**src/rtl/fetch_pkg.sv**
```systemverilog
package fetch_pkg;

    localparam int unsigned DEF_ADDR_W    = 32;
    localparam int unsigned DEF_INST_W    = 32;
    localparam int unsigned DEF_BLK_BYTES = 16;
    localparam int unsigned DEF_SEQ_W     = 8;
    localparam int unsigned DEF_CNT_W     = 16;
    localparam int unsigned NUM_STATS     = 3;

    typedef enum logic [2:0] {
        FS_IDLE      = 3'd0,
        FS_RUN       = 3'd1,
        FS_SQUASH    = 3'd2,
        FS_BLOCK     = 3'd3,
        FS_MISS_WAIT = 3'd4,
        FS_MISS_DONE = 3'd5
    } fetch_state_e;

    typedef struct packed {
        logic pred_hit;
        logic fetch_hit;
        logic miss_wait;
    } stat_ev_t;

    function automatic logic can_issue(fetch_state_e st);
        return (st == FS_RUN) || (st == FS_MISS_DONE);
    endfunction

endpackage

```
**src/rtl/fetch_ctrl.sv**
```systemverilog
module fetch_ctrl
    import fetch_pkg::*;
(
    input  logic         clk,
    input  logic         rst,
    input  logic         squash_any,
    input  logic         out_valid,
    input  logic         dec_ready,
    input  logic         resp_hit,
    input  logic         fill_done,
    output fetch_state_e state,
    output logic         fetch_en,
    output logic         fetch_hit
);

    fetch_state_e state_nx;
    logic         ignore_fill;

    assign fetch_en  = !squash_any && can_issue(state) && (!out_valid || dec_ready);
    assign fetch_hit = fetch_en && resp_hit;

    always_comb begin
        state_nx = state;
        if (squash_any) begin
            state_nx = FS_SQUASH;
        end else begin
            unique case (state)
                FS_IDLE, FS_SQUASH: state_nx = FS_RUN;
                FS_RUN, FS_MISS_DONE: begin
                    if (fetch_en)
                        state_nx = resp_hit ? FS_RUN : FS_MISS_WAIT;
                    else if (out_valid && !dec_ready)
                        state_nx = FS_BLOCK;
                end
                FS_BLOCK:     if (dec_ready) state_nx = FS_RUN;
                FS_MISS_WAIT: if (fill_done && !ignore_fill) state_nx = FS_MISS_DONE;
                default:      state_nx = FS_IDLE;
            endcase
        end
    end

    always_ff @(posedge clk) begin
        if (rst) begin
            state       <= FS_IDLE;
            ignore_fill <= 1'b0;
        end else begin
            state <= state_nx;
            if (squash_any && state == FS_MISS_WAIT && !fill_done)
                ignore_fill <= 1'b1;
            else if (fill_done)
                ignore_fill <= 1'b0;
        end
    end

    a_r1_idle_to_run: assert property (@(posedge clk) disable iff (rst)
        (state == FS_IDLE && !squash_any) |=> state == FS_RUN);

    a_r5_miss_enters_wait: assert property (@(posedge clk) disable iff (rst)
        (fetch_en && !resp_hit) |=> state == FS_MISS_WAIT);

    a_r7_squash_state: assert property (@(posedge clk) disable iff (rst)
        squash_any |=> state == FS_SQUASH);

    a_r9_stale_fill_dropped: assert property (@(posedge clk) disable iff (rst)
        (state == FS_MISS_WAIT && fill_done && ignore_fill && !squash_any)
        |=> state == FS_MISS_WAIT);

    a_r6_block_no_fetch: assert property (@(posedge clk) disable iff (rst)
        (state == FS_BLOCK) |-> !fetch_en);

endmodule

```
**src/rtl/fetch_pc.sv**
```systemverilog
module fetch_pc #(
    parameter int unsigned ADDR_W    = 32,
    parameter int unsigned INST_W    = 32,
    parameter int unsigned BLK_BYTES = 16,
    parameter int unsigned SEQ_W     = 8,
    parameter logic [ADDR_W-1:0] RESET_VEC = '0,
    localparam int unsigned OFF_W  = $clog2(BLK_BYTES),
    localparam int unsigned IB_W   = $clog2(INST_W/8),
    localparam int unsigned WSEL_W = OFF_W - IB_W
) (
    input  logic              clk,
    input  logic              rst,
    input  logic              sq_late_valid,
    input  logic [ADDR_W-1:0] sq_late_pc,
    input  logic              sq_dec_valid,
    input  logic [ADDR_W-1:0] sq_dec_pc,
    input  logic [SEQ_W-1:0]  sq_dec_seq,
    input  logic              fetch_hit,
    input  logic              bp_taken,
    input  logic [ADDR_W-1:0] bp_target,
    output logic [ADDR_W-1:0] pc,
    output logic [ADDR_W-1:0] blk_addr,
    output logic [WSEL_W-1:0] wsel,
    output logic [SEQ_W-1:0]  seq
);

    localparam logic [ADDR_W-1:0] BLK_MASK   = ADDR_W'(BLK_BYTES - 1);
    localparam logic [ADDR_W-1:0] INST_BYTES = ADDR_W'(INST_W / 8);

    assign blk_addr = pc & ~BLK_MASK;
    assign wsel     = pc[OFF_W-1:IB_W];

    always_ff @(posedge clk) begin
        if (rst) begin
            pc  <= RESET_VEC;
            seq <= '0;
        end else if (sq_late_valid) begin
            pc <= sq_late_pc;
        end else if (sq_dec_valid) begin
            pc  <= sq_dec_pc;
            seq <= sq_dec_seq + SEQ_W'(1);
        end else if (fetch_hit) begin
            pc  <= bp_taken ? bp_target : pc + INST_BYTES;
            seq <= seq + SEQ_W'(1);
        end
    end

    a_r4_taken_target: assert property (@(posedge clk) disable iff (rst)
        (fetch_hit && bp_taken && !sq_late_valid && !sq_dec_valid)
        |=> pc == $past(bp_target));

    a_r4_fall_through: assert property (@(posedge clk) disable iff (rst)
        (fetch_hit && !bp_taken && !sq_late_valid && !sq_dec_valid)
        |=> pc == $past(pc) + INST_BYTES);

    a_r8_dec_seq_restart: assert property (@(posedge clk) disable iff (rst)
        (sq_dec_valid && !sq_late_valid) |=> seq == $past(sq_dec_seq) + SEQ_W'(1));

    a_r7_late_wins: assert property (@(posedge clk) disable iff (rst)
        sq_late_valid |=> pc == $past(sq_late_pc));

endmodule

```
**src/rtl/fetch_out.sv**
```systemverilog
module fetch_out #(
    parameter int unsigned ADDR_W    = 32,
    parameter int unsigned INST_W    = 32,
    parameter int unsigned BLK_BYTES = 16,
    parameter int unsigned SEQ_W     = 8,
    localparam int unsigned LINE_W = BLK_BYTES * 8,
    localparam int unsigned WSEL_W = $clog2(BLK_BYTES) - $clog2(INST_W/8)
) (
    input  logic              clk,
    input  logic              rst,
    input  logic              squash_any,
    input  logic              fetch_hit,
    input  logic              dec_ready,
    input  logic [LINE_W-1:0] line,
    input  logic [WSEL_W-1:0] wsel,
    input  logic [ADDR_W-1:0] pc,
    input  logic              pred,
    input  logic [SEQ_W-1:0]  seq,
    output logic              out_valid,
    output logic [INST_W-1:0] out_inst,
    output logic [ADDR_W-1:0] out_pc,
    output logic              out_pred,
    output logic [SEQ_W-1:0]  out_seq
);

    logic [INST_W-1:0] word_sel;

    assign word_sel = line[int'(wsel)*INST_W +: INST_W];

    always_ff @(posedge clk) begin
        if (rst) begin
            out_valid <= 1'b0;
            out_inst  <= '0;
            out_pc    <= '0;
            out_pred  <= 1'b0;
            out_seq   <= '0;
        end else if (squash_any) begin
            out_valid <= 1'b0;
        end else if (fetch_hit) begin
            out_valid <= 1'b1;
            out_inst  <= word_sel;
            out_pc    <= pc;
            out_pred  <= pred;
            out_seq   <= seq;
        end else if (dec_ready) begin
            out_valid <= 1'b0;
        end
    end

    a_r6_hold_stable: assert property (@(posedge clk) disable iff (rst)
        (out_valid && !dec_ready && !squash_any)
        |=> (out_valid && $stable(out_pc) && $stable(out_inst) && $stable(out_seq)));

    a_r10_squash_flush: assert property (@(posedge clk) disable iff (rst)
        squash_any |=> !out_valid);

    a_r3_hit_delivers: assert property (@(posedge clk) disable iff (rst)
        (fetch_hit && !squash_any) |=> (out_valid && out_pc == $past(pc)));

endmodule

```
**src/rtl/fetch_stats.sv**
```systemverilog
module fetch_stats #(
    parameter int unsigned N     = 3,
    parameter int unsigned CNT_W = 16
) (
    input  logic                     clk,
    input  logic                     rst,
    input  logic [N-1:0]             ev,
    output logic [N-1:0][CNT_W-1:0]  cnt
);

    for (genvar i = 0; i < N; i++) begin : g_cnt
        always_ff @(posedge clk) begin
            if (rst)
                cnt[i] <= '0;
            else if (ev[i])
                cnt[i] <= cnt[i] + CNT_W'(1);
        end

        a_r11_count_step: assert property (@(posedge clk) disable iff (rst)
            ev[i] |=> cnt[i] == $past(cnt[i]) + CNT_W'(1));
    end

endmodule

```
**src/rtl/fetch_stage.sv**
```systemverilog
module fetch_stage
    import fetch_pkg::*;
#(
    parameter int unsigned ADDR_W    = DEF_ADDR_W,
    parameter int unsigned INST_W    = DEF_INST_W,
    parameter int unsigned BLK_BYTES = DEF_BLK_BYTES,
    parameter int unsigned SEQ_W     = DEF_SEQ_W,
    parameter int unsigned CNT_W     = DEF_CNT_W,
    parameter logic [ADDR_W-1:0] RESET_VEC = ADDR_W'(32'h0000_1008)
) (
    input  logic                   clk,
    input  logic                   rst,
    output logic                   ic_req_valid,
    output logic [ADDR_W-1:0]      ic_req_addr,
    input  logic                   ic_resp_hit,
    input  logic [BLK_BYTES*8-1:0] ic_resp_line,
    input  logic                   ic_fill_done,
    output logic [ADDR_W-1:0]      bp_pc,
    input  logic                   bp_taken,
    input  logic [ADDR_W-1:0]      bp_target,
    input  logic                   sq_late_valid,
    input  logic [ADDR_W-1:0]      sq_late_pc,
    input  logic                   sq_dec_valid,
    input  logic [ADDR_W-1:0]      sq_dec_pc,
    input  logic [SEQ_W-1:0]       sq_dec_seq,
    input  logic                   dec_ready,
    output logic                   dec_valid,
    output logic [INST_W-1:0]      dec_inst,
    output logic [ADDR_W-1:0]      dec_pc,
    output logic                   dec_pred_taken,
    output logic [SEQ_W-1:0]       dec_seq,
    output logic [CNT_W-1:0]       stat_miss_cycles,
    output logic [CNT_W-1:0]       stat_fetched,
    output logic [CNT_W-1:0]       stat_pred_taken
);

    localparam int unsigned WSEL_W = $clog2(BLK_BYTES) - $clog2(INST_W/8);

    fetch_state_e                   state;
    logic                           squash_any;
    logic                           fetch_en;
    logic                           fetch_hit;
    logic [ADDR_W-1:0]              pc;
    logic [WSEL_W-1:0]              wsel;
    logic [SEQ_W-1:0]               seq;
    stat_ev_t                       ev;
    logic [NUM_STATS-1:0][CNT_W-1:0] cnt;

    assign squash_any   = sq_late_valid || sq_dec_valid;
    assign ic_req_valid = fetch_en;
    assign bp_pc        = pc;

    fetch_ctrl u_ctrl (
        .clk        (clk),
        .rst        (rst),
        .squash_any (squash_any),
        .out_valid  (dec_valid),
        .dec_ready  (dec_ready),
        .resp_hit   (ic_resp_hit),
        .fill_done  (ic_fill_done),
        .state      (state),
        .fetch_en   (fetch_en),
        .fetch_hit  (fetch_hit)
    );

    fetch_pc #(
        .ADDR_W    (ADDR_W),
        .INST_W    (INST_W),
        .BLK_BYTES (BLK_BYTES),
        .SEQ_W     (SEQ_W),
        .RESET_VEC (RESET_VEC)
    ) u_pc (
        .clk           (clk),
        .rst           (rst),
        .sq_late_valid (sq_late_valid),
        .sq_late_pc    (sq_late_pc),
        .sq_dec_valid  (sq_dec_valid),
        .sq_dec_pc     (sq_dec_pc),
        .sq_dec_seq    (sq_dec_seq),
        .fetch_hit     (fetch_hit),
        .bp_taken      (bp_taken),
        .bp_target     (bp_target),
        .pc            (pc),
        .blk_addr      (ic_req_addr),
        .wsel          (wsel),
        .seq           (seq)
    );

    fetch_out #(
        .ADDR_W    (ADDR_W),
        .INST_W    (INST_W),
        .BLK_BYTES (BLK_BYTES),
        .SEQ_W     (SEQ_W)
    ) u_out (
        .clk        (clk),
        .rst        (rst),
        .squash_any (squash_any),
        .fetch_hit  (fetch_hit),
        .dec_ready  (dec_ready),
        .line       (ic_resp_line),
        .wsel       (wsel),
        .pc         (pc),
        .pred       (bp_taken),
        .seq        (seq),
        .out_valid  (dec_valid),
        .out_inst   (dec_inst),
        .out_pc     (dec_pc),
        .out_pred   (dec_pred_taken),
        .out_seq    (dec_seq)
    );

    assign ev.miss_wait = (state == FS_MISS_WAIT);
    assign ev.fetch_hit = fetch_hit;
    assign ev.pred_hit  = fetch_hit && bp_taken;

    fetch_stats #(
        .N     (NUM_STATS),
        .CNT_W (CNT_W)
    ) u_stats (
        .clk (clk),
        .rst (rst),
        .ev  (ev),
        .cnt (cnt)
    );

    assign stat_miss_cycles = cnt[0];
    assign stat_fetched     = cnt[1];
    assign stat_pred_taken  = cnt[2];

    a_r5_wait_no_request: assert property (@(posedge clk) disable iff (rst)
        (state == FS_MISS_WAIT) |-> !ic_req_valid);

    a_r10_squash_no_count: assert property (@(posedge clk) disable iff (rst)
        squash_any |=> stat_fetched == $past(stat_fetched));

endmodule

```
**config.mk**
```make
export PLATFORM = sky130hd
export DESIGN_NAME = fetch_stage
export DESIGN_NICKNAME = d
export VERILOG_FILES = /design/src/rtl/fetch_pkg.sv /design/src/rtl/fetch_ctrl.sv /design/src/rtl/fetch_pc.sv /design/src/rtl/fetch_out.sv /design/src/rtl/fetch_stats.sv /design/src/rtl/fetch_stage.sv
export SDC_FILE = /design/constraint.sdc
export NUM_CORES = 1
export LEC_CHECK = 0
export BUFFER_PORTS_ARGS = -buffer_cell sky130_fd_sc_hd__buf_2
export CAP_MARGIN = 20
export CORE_MARGIN = 2
export CORE_UTILIZATION = 33
export CTS_CLUSTER_SIZE = 28
export DETAILED_ROUTE_END_ITERATION = 16
export GPL_ROUTABILITY_DRIVEN = 0
export PLACE_DENSITY = 0.6
export SLEW_MARGIN = 20
export SYNTH_ARGS = -nofsm -noshare
export SYNTH_HDL_FRONTEND = slang
export SYNTH_SLANG_ARGS = --single-unit
```
**constraint.sdc**
```tcl
create_clock -name clk -period 6.54 [get_ports clk]
set_clock_uncertainty 0.15 [all_clocks]
set_input_delay 0.981 -clock clk [delete_from_list [all_inputs] [get_ports clk]]
set_output_delay 0.981 -clock clk [all_outputs]
set_load 0.01 [all_outputs]
```
==> Yosys cells after proc, flatten, opt, wreduce, memory -nomap -nowiden <==
Cells that the tools add are included.
{ "totals": {"elab_cells": 78, "input_bits": 240, "output_inout_bits": 187, "register_bits": 166} }
{ "classes": {"n_shift": 1, "n_addsub": 6, "bitwise_logic": 2, "muxes": 17, "eq_ne": 11, "reduce_logical": 28} }
{ "op_table": {"columns": ["op", "n"], "rows": [
  ["two-way mux 32 bit", 4],
  ["variable part select 128 x 8 -> 32 bit", 1],
  ["adder 16 x 1 -> 16 bit, second input constant", 3],
  ["adder 32 x 3 -> 32 bit, second input constant", 1],
  ["adder 8 x 1 -> 8 bit, second input constant", 2],
  ["two-way mux 8 bit", 2],
  ["two-way mux 3 bit", 5],
  ["one-hot mux 3 bit (4 select lines)", 1],
  ["logical AND 1 bit", 8],
  ["equality test 3 x 2 -> 1 bit, second input constant", 2],
  ["equality test 3 bit, second input constant", 2],
  ["!= test 3 x 1 -> 1 bit, second input constant", 2],
  ["AND reduction 3 bit", 2],
  ["nonzero test 2 bit", 3],
  ["OR reduction 2 bit", 3],
  ["zero test 1 bit", 5],
  ["two-way mux 1 bit", 4],
  ["!= test 4 x 1 -> 1 bit, second input constant", 1],
  ["AND reduction 2 bit", 2],
  ["equality test 3 x 1 -> 1 bit, second input constant", 1],
  ["zero test 3 bit", 1],
  ["logical OR 1 bit", 3],
  ["!= test 3 x 2 -> 1 bit, second input constant", 1],
  ["nonzero test 3 bit", 1],
  ["4 further kinds", 5]
]} }

==> Depth between registers and ports, before layout <==
{ "logic_depth": {"ltp_word": 8, "ltp_mapped": 10} }

==> Hierarchy <==
Synthesis repeated with hierarchy kept, for this count alone.
{ "hier_totals": {"cells_unflattened": 1106, "hier_area_um2": 9213.8} }
{ "by_module_without_submodules": {"columns": ["mod", "area_per_inst_um2", "seq_area_each_um2", "cells_per_inst", "instances"], "rows": [
  ["fetch_pc", 3494.6, 800.8, 476, 1],
  ["fetch_out", 3343.2, 1481.4, 361, 1],
  ["fetch_stats", 2128.3, 960.9, 240, 1],
  ["fetch_ctrl", 222.7, 80.1, 26, 1],
  ["fetch_stage", 25.0, 0.0, 3, 1]
]} }

==> Least setup slack after synthesis <==
OpenSTA, ideal clock, no wires.
{ "synth_timing": {"kind": "input to register", "from": "in sq_dec_valid", "to": "reg u_pc.seq[6]", "arrival_time_ps": 2954, "slack_ps": 3322, "setup_ps": 115, "path_stages": 10, "cell_sequence": "clkbuf_1 buf_2 buf_2 buf_2 mux2_2 ha_1 a21bo_2 a21oi_1 a211oi_1 a2111oi_0"} }
{ "synth_via": {"elab_chain_cells": 7, "word_cells_on_any_way": 8} }
{ "synth_rtl": {"columns": ["element", "line_no", "text"], "rows": [
  ["start, declared", "fetch_stage.sv:23", "input logic sq_dec_valid,"],
  ["logical OR 1 bit", "fetch_stage.sv:49", "assign squash_any = sq_late_valid || sq_dec_valid;"],
  ["zero test 1 bit", "fetch_ctrl.sv:19", "assign fetch_en = !squash_any && can_issue(state) && (!out_valid || dec_ready);"],
  ["logical AND 1 bit (2 in series)", "fetch_ctrl.sv:19", null],
  ["logical AND 1 bit", "fetch_ctrl.sv:20", "assign fetch_hit = fetch_en && resp_hit;"],
  ["nonzero test 2 bit (no source line)", null, null],
  ["AND reduction 2 bit (no source line)", null, null],
  ["end signal, assigned", "fetch_pc.sv:41", "seq <= sq_dec_seq + SEQ_W'(1);"],
  ["end signal, assigned", "fetch_pc.sv:44", "seq <= seq + SEQ_W'(1);"],
  ["end, declared", "fetch_pc.sv:24", "output logic [SEQ_W-1:0] seq"]
]} }
Several ways; a longest one is shown, not always the timed one.
A chain may end at the register's enable or synchronous reset.

==> Worst setup path after layout <==
{ "layout_timing": {"from": "in sq_dec_valid", "to": "out ic_req_valid"} }
{ "layout_via": {"elab_chain_cells": 4} }
{ "layout_rtl": {"columns": ["element", "line_no", "text"], "rows": [
  ["logical OR 1 bit", "fetch_stage.sv:49", null],
  ["zero test 1 bit", "fetch_ctrl.sv:19", null],
  ["logical AND 1 bit (2 in series)", "fetch_ctrl.sv:19", null],
  ["end, declared", "fetch_stage.sv:13", "output logic ic_req_valid,"]
]} }
Every way passes these cells.

==> metrics.txt <==
YS warnings 0; grt ovf 0; # Post-CTS Setup Buffers 0; sequential fraction of the synthesis area 36.6%; Total Wirelength 36200 microns; cts bufs inserted 17; CTS max path bufs 2; f_max about 0.27 GHz; reg2reg start u_pc.pc[3]; Final period util a little under three fifths; post-DP HPWL 26800 microns; first-pass GRT wire length ~53000 microns; post-synthesis register bit count 166; Arrival @ worst endpoint 2520 ps; hold_ws 302 ps; hold-critical path depth 2; Top cell by count, worst path buf_2; Distinct cells, synth 70; CP Launch Type input port; most frequent cells in the layout 421 x buf_2, 215 x nand2_1, 164 x dfxtp_1; WL/cell 19.9 microns; CP Capture Type primary output; CTS tree yes; CTS resizes 0; Slew Viols, Final 0; Reg2Reg Depth 7; clock sink count 166; Starting DRT DRC Count 755; Final TNS setup 0 ps; Die Y 170 microns; Main synth FF type dfxtp_1; Critical-path top delay cell buf_2; Starting Density 33.6%; unrepaired setup endpoints after global routing false; largest net degree at the start of global routing 92; Worst-path clk slew roughly 70 ps; Leakage 4.96 nW; post-route ant nets 0; number of flops mapped to enable cells by yosys 0; kind of critical path in2out; port bufs approximately 420; Ports 427; GRT Overall Usage 23.9%; Skew-Pair Late Insertion Delay roughly 440 ps; H-tree depth 4; via count about 9800; Tmin final 3650 ps; worst-margin pin slew 1110 ps; Final Hold Fails 0; Hold Crit Endpoint u_out.out_inst[30]; Syn Inst Count ~1100; Worst R2R End u_pc.pc[30]; WP buf/inv 2; vias in the first global route 9082; CTS root buffer clkbuf_16; Max-Slew Margin vs Limit 25.7%; TritonRoute pass-1 iters 5; peak supply drop 0.000130 V; final setup violating endpoints 0; Filler cells between 2000 and 3000; HP Class reg2reg; status complete, no violations; initial antenna violation count 5; layout cells sized above 1 34.7%; synthesized area 9080 sq um; Power Dens Cells 210 nW/um^2; WP data required 5410 ps; Critical Path Max Stage Delay 730 ps; Hold Path Origin u_out.out_inst[30]; CP delay by family, top buffers and inverters; cts hold-fix bufs 0; vias per inst 5.38; Layout Nets ~1700; syn avg cell area 8.10 sq um; area delta synth->final 30.0%; DIE AREA 28900 sq um; commonest non-fill, non-tap cell in the layout buf_2; max cap viols 0; Core Box Area 27000 sq um; R2R Setup Slk 3460 ps; Max FO, Critical Path 50; floorplan row count 60; number of remaining DRC errors 0; CP cell instances buf_2 > or2_1 > nor2_1 > buf_2; die width 170 microns; Async SR Flop Fraction 0%
## Yosys cell counts, drive strengths merged (7+ instances only)
library cell / n / area share (%)
and4: 8 / 0.77
and3: 10 / 0.69
a211oi: 17 / 1.4
nand2: 215 / 8.9
nor2: 76 / 3.2
nor4: 15 / 1.1
o211ai: 11 / 0.91
o21ai: 37 / 2.0
nand3: 39 / 2.1
o22ai: 8 / 0.55
inv: 18 / 0.74
dfxtp: 166 / 37
o21a: 8 / 0.66
xnor2: 33 / 3.2
buf: 66 / 4.4
nor3: 35 / 1.9
nand2b: 11 / 0.76
or3: 7 / 0.48
xor2: 18 / 1.7
nand4: 23 / 1.6
clkbuf: 47 / 1.9
mux4: 32 / 7.9
mux2i: 8 / 0.88
a21oi: 118 / 6.5
## worst max-delay path by stage
stage	start	endpoint	slack (ps)	depth (start not counted)
2_1_floorplan	sq_dec_valid	u_pc.seq[6]	3320	10
5_1_grt	sq_dec_valid	u_pc.seq[1]	2750	5
4_1_cts	sq_dec_valid	ic_req_valid	2900	4
3_3_place_gp	sq_dec_valid	u_pc.seq[1]	2560	5
3_5_place_dp	sq_dec_valid	u_pc.seq[3]	2530	5
6_report	sq_dec_valid	ic_req_valid	2890	4
## state kept, by name, summed over array words and instances (netlist names)
name,flops
u_out.out_inst,32
u_out.out_pc,32
u_pc.pc,32
u_stats.cnt,48
u_ctrl.state,3
u_ctrl.ignore_fill,1
u_out.out_pred,1
u_out.out_valid,1
u_out.out_seq,8
u_pc.seq,8
## layout make-up
class                   count  area (sq um)  area share [%]
repair buffers            433          2200            18.7
inverters                  19          71.3           0.604
well taps                 341           427            3.61
multi-input cells         827          5140            43.5
clock buffers              17           425            3.60
diodes                      4          10.0          0.0848
flip-flops and latches    166          3330            28.2
clock inverters            15           201            1.71
## logic make-up after synthesis
group	synth area share, %
mux	9.06
buf+inv	7.18
fa+ha+maj	0.689
other cells	0.0413
simple gates	24.0
compound gates	17.5
xor+xnor	4.92
flops	36.6
## layer usage
layer	global-route usage (%)	routed length [microns]	vias to the layer above
li1	-	-	4671
met3	5.74	2920	53
met4	7.95	859	2
met5	0	9	-
met2	44.6	19000	481
met1	26.5	13400	4595
## stage by stage
stage,instances,area [sq um],util (%),worst slack [ps],power (mW)
2_1_floorplan,1125,9100,-,3320,1.29
3_3_place_gp,1785,11100,41.3,2560,1.44
3_5_place_dp,1785,11100,41.3,2530,1.44
4_1_cts,1817,11800,43.6,2900,2.50
5_1_grt,1819,11800,43.7,2750,2.58
6_report,1822,11800,43.7,2890,2.48
## where the power goes
| part | internal, mW | total (mW) | switching, mW |
|---|---|---|---|
| Clock | 0.525 | 1.06 | 0.530 |
| Sequential | 1.03 | 1.08 | 0.0444 |
| Combinational | 0.164 | 0.347 | 0.183 |
| Total | 1.72 | 2.48 | 0.757 |
## tightest hold or removal path: cells and delay by family, from the launching register on
kind	cells	cell delay, ps
flops	1	310
compound gates	1	50
simple gates	1	50
Note: power is estimated with default switching activity, not from simulation.
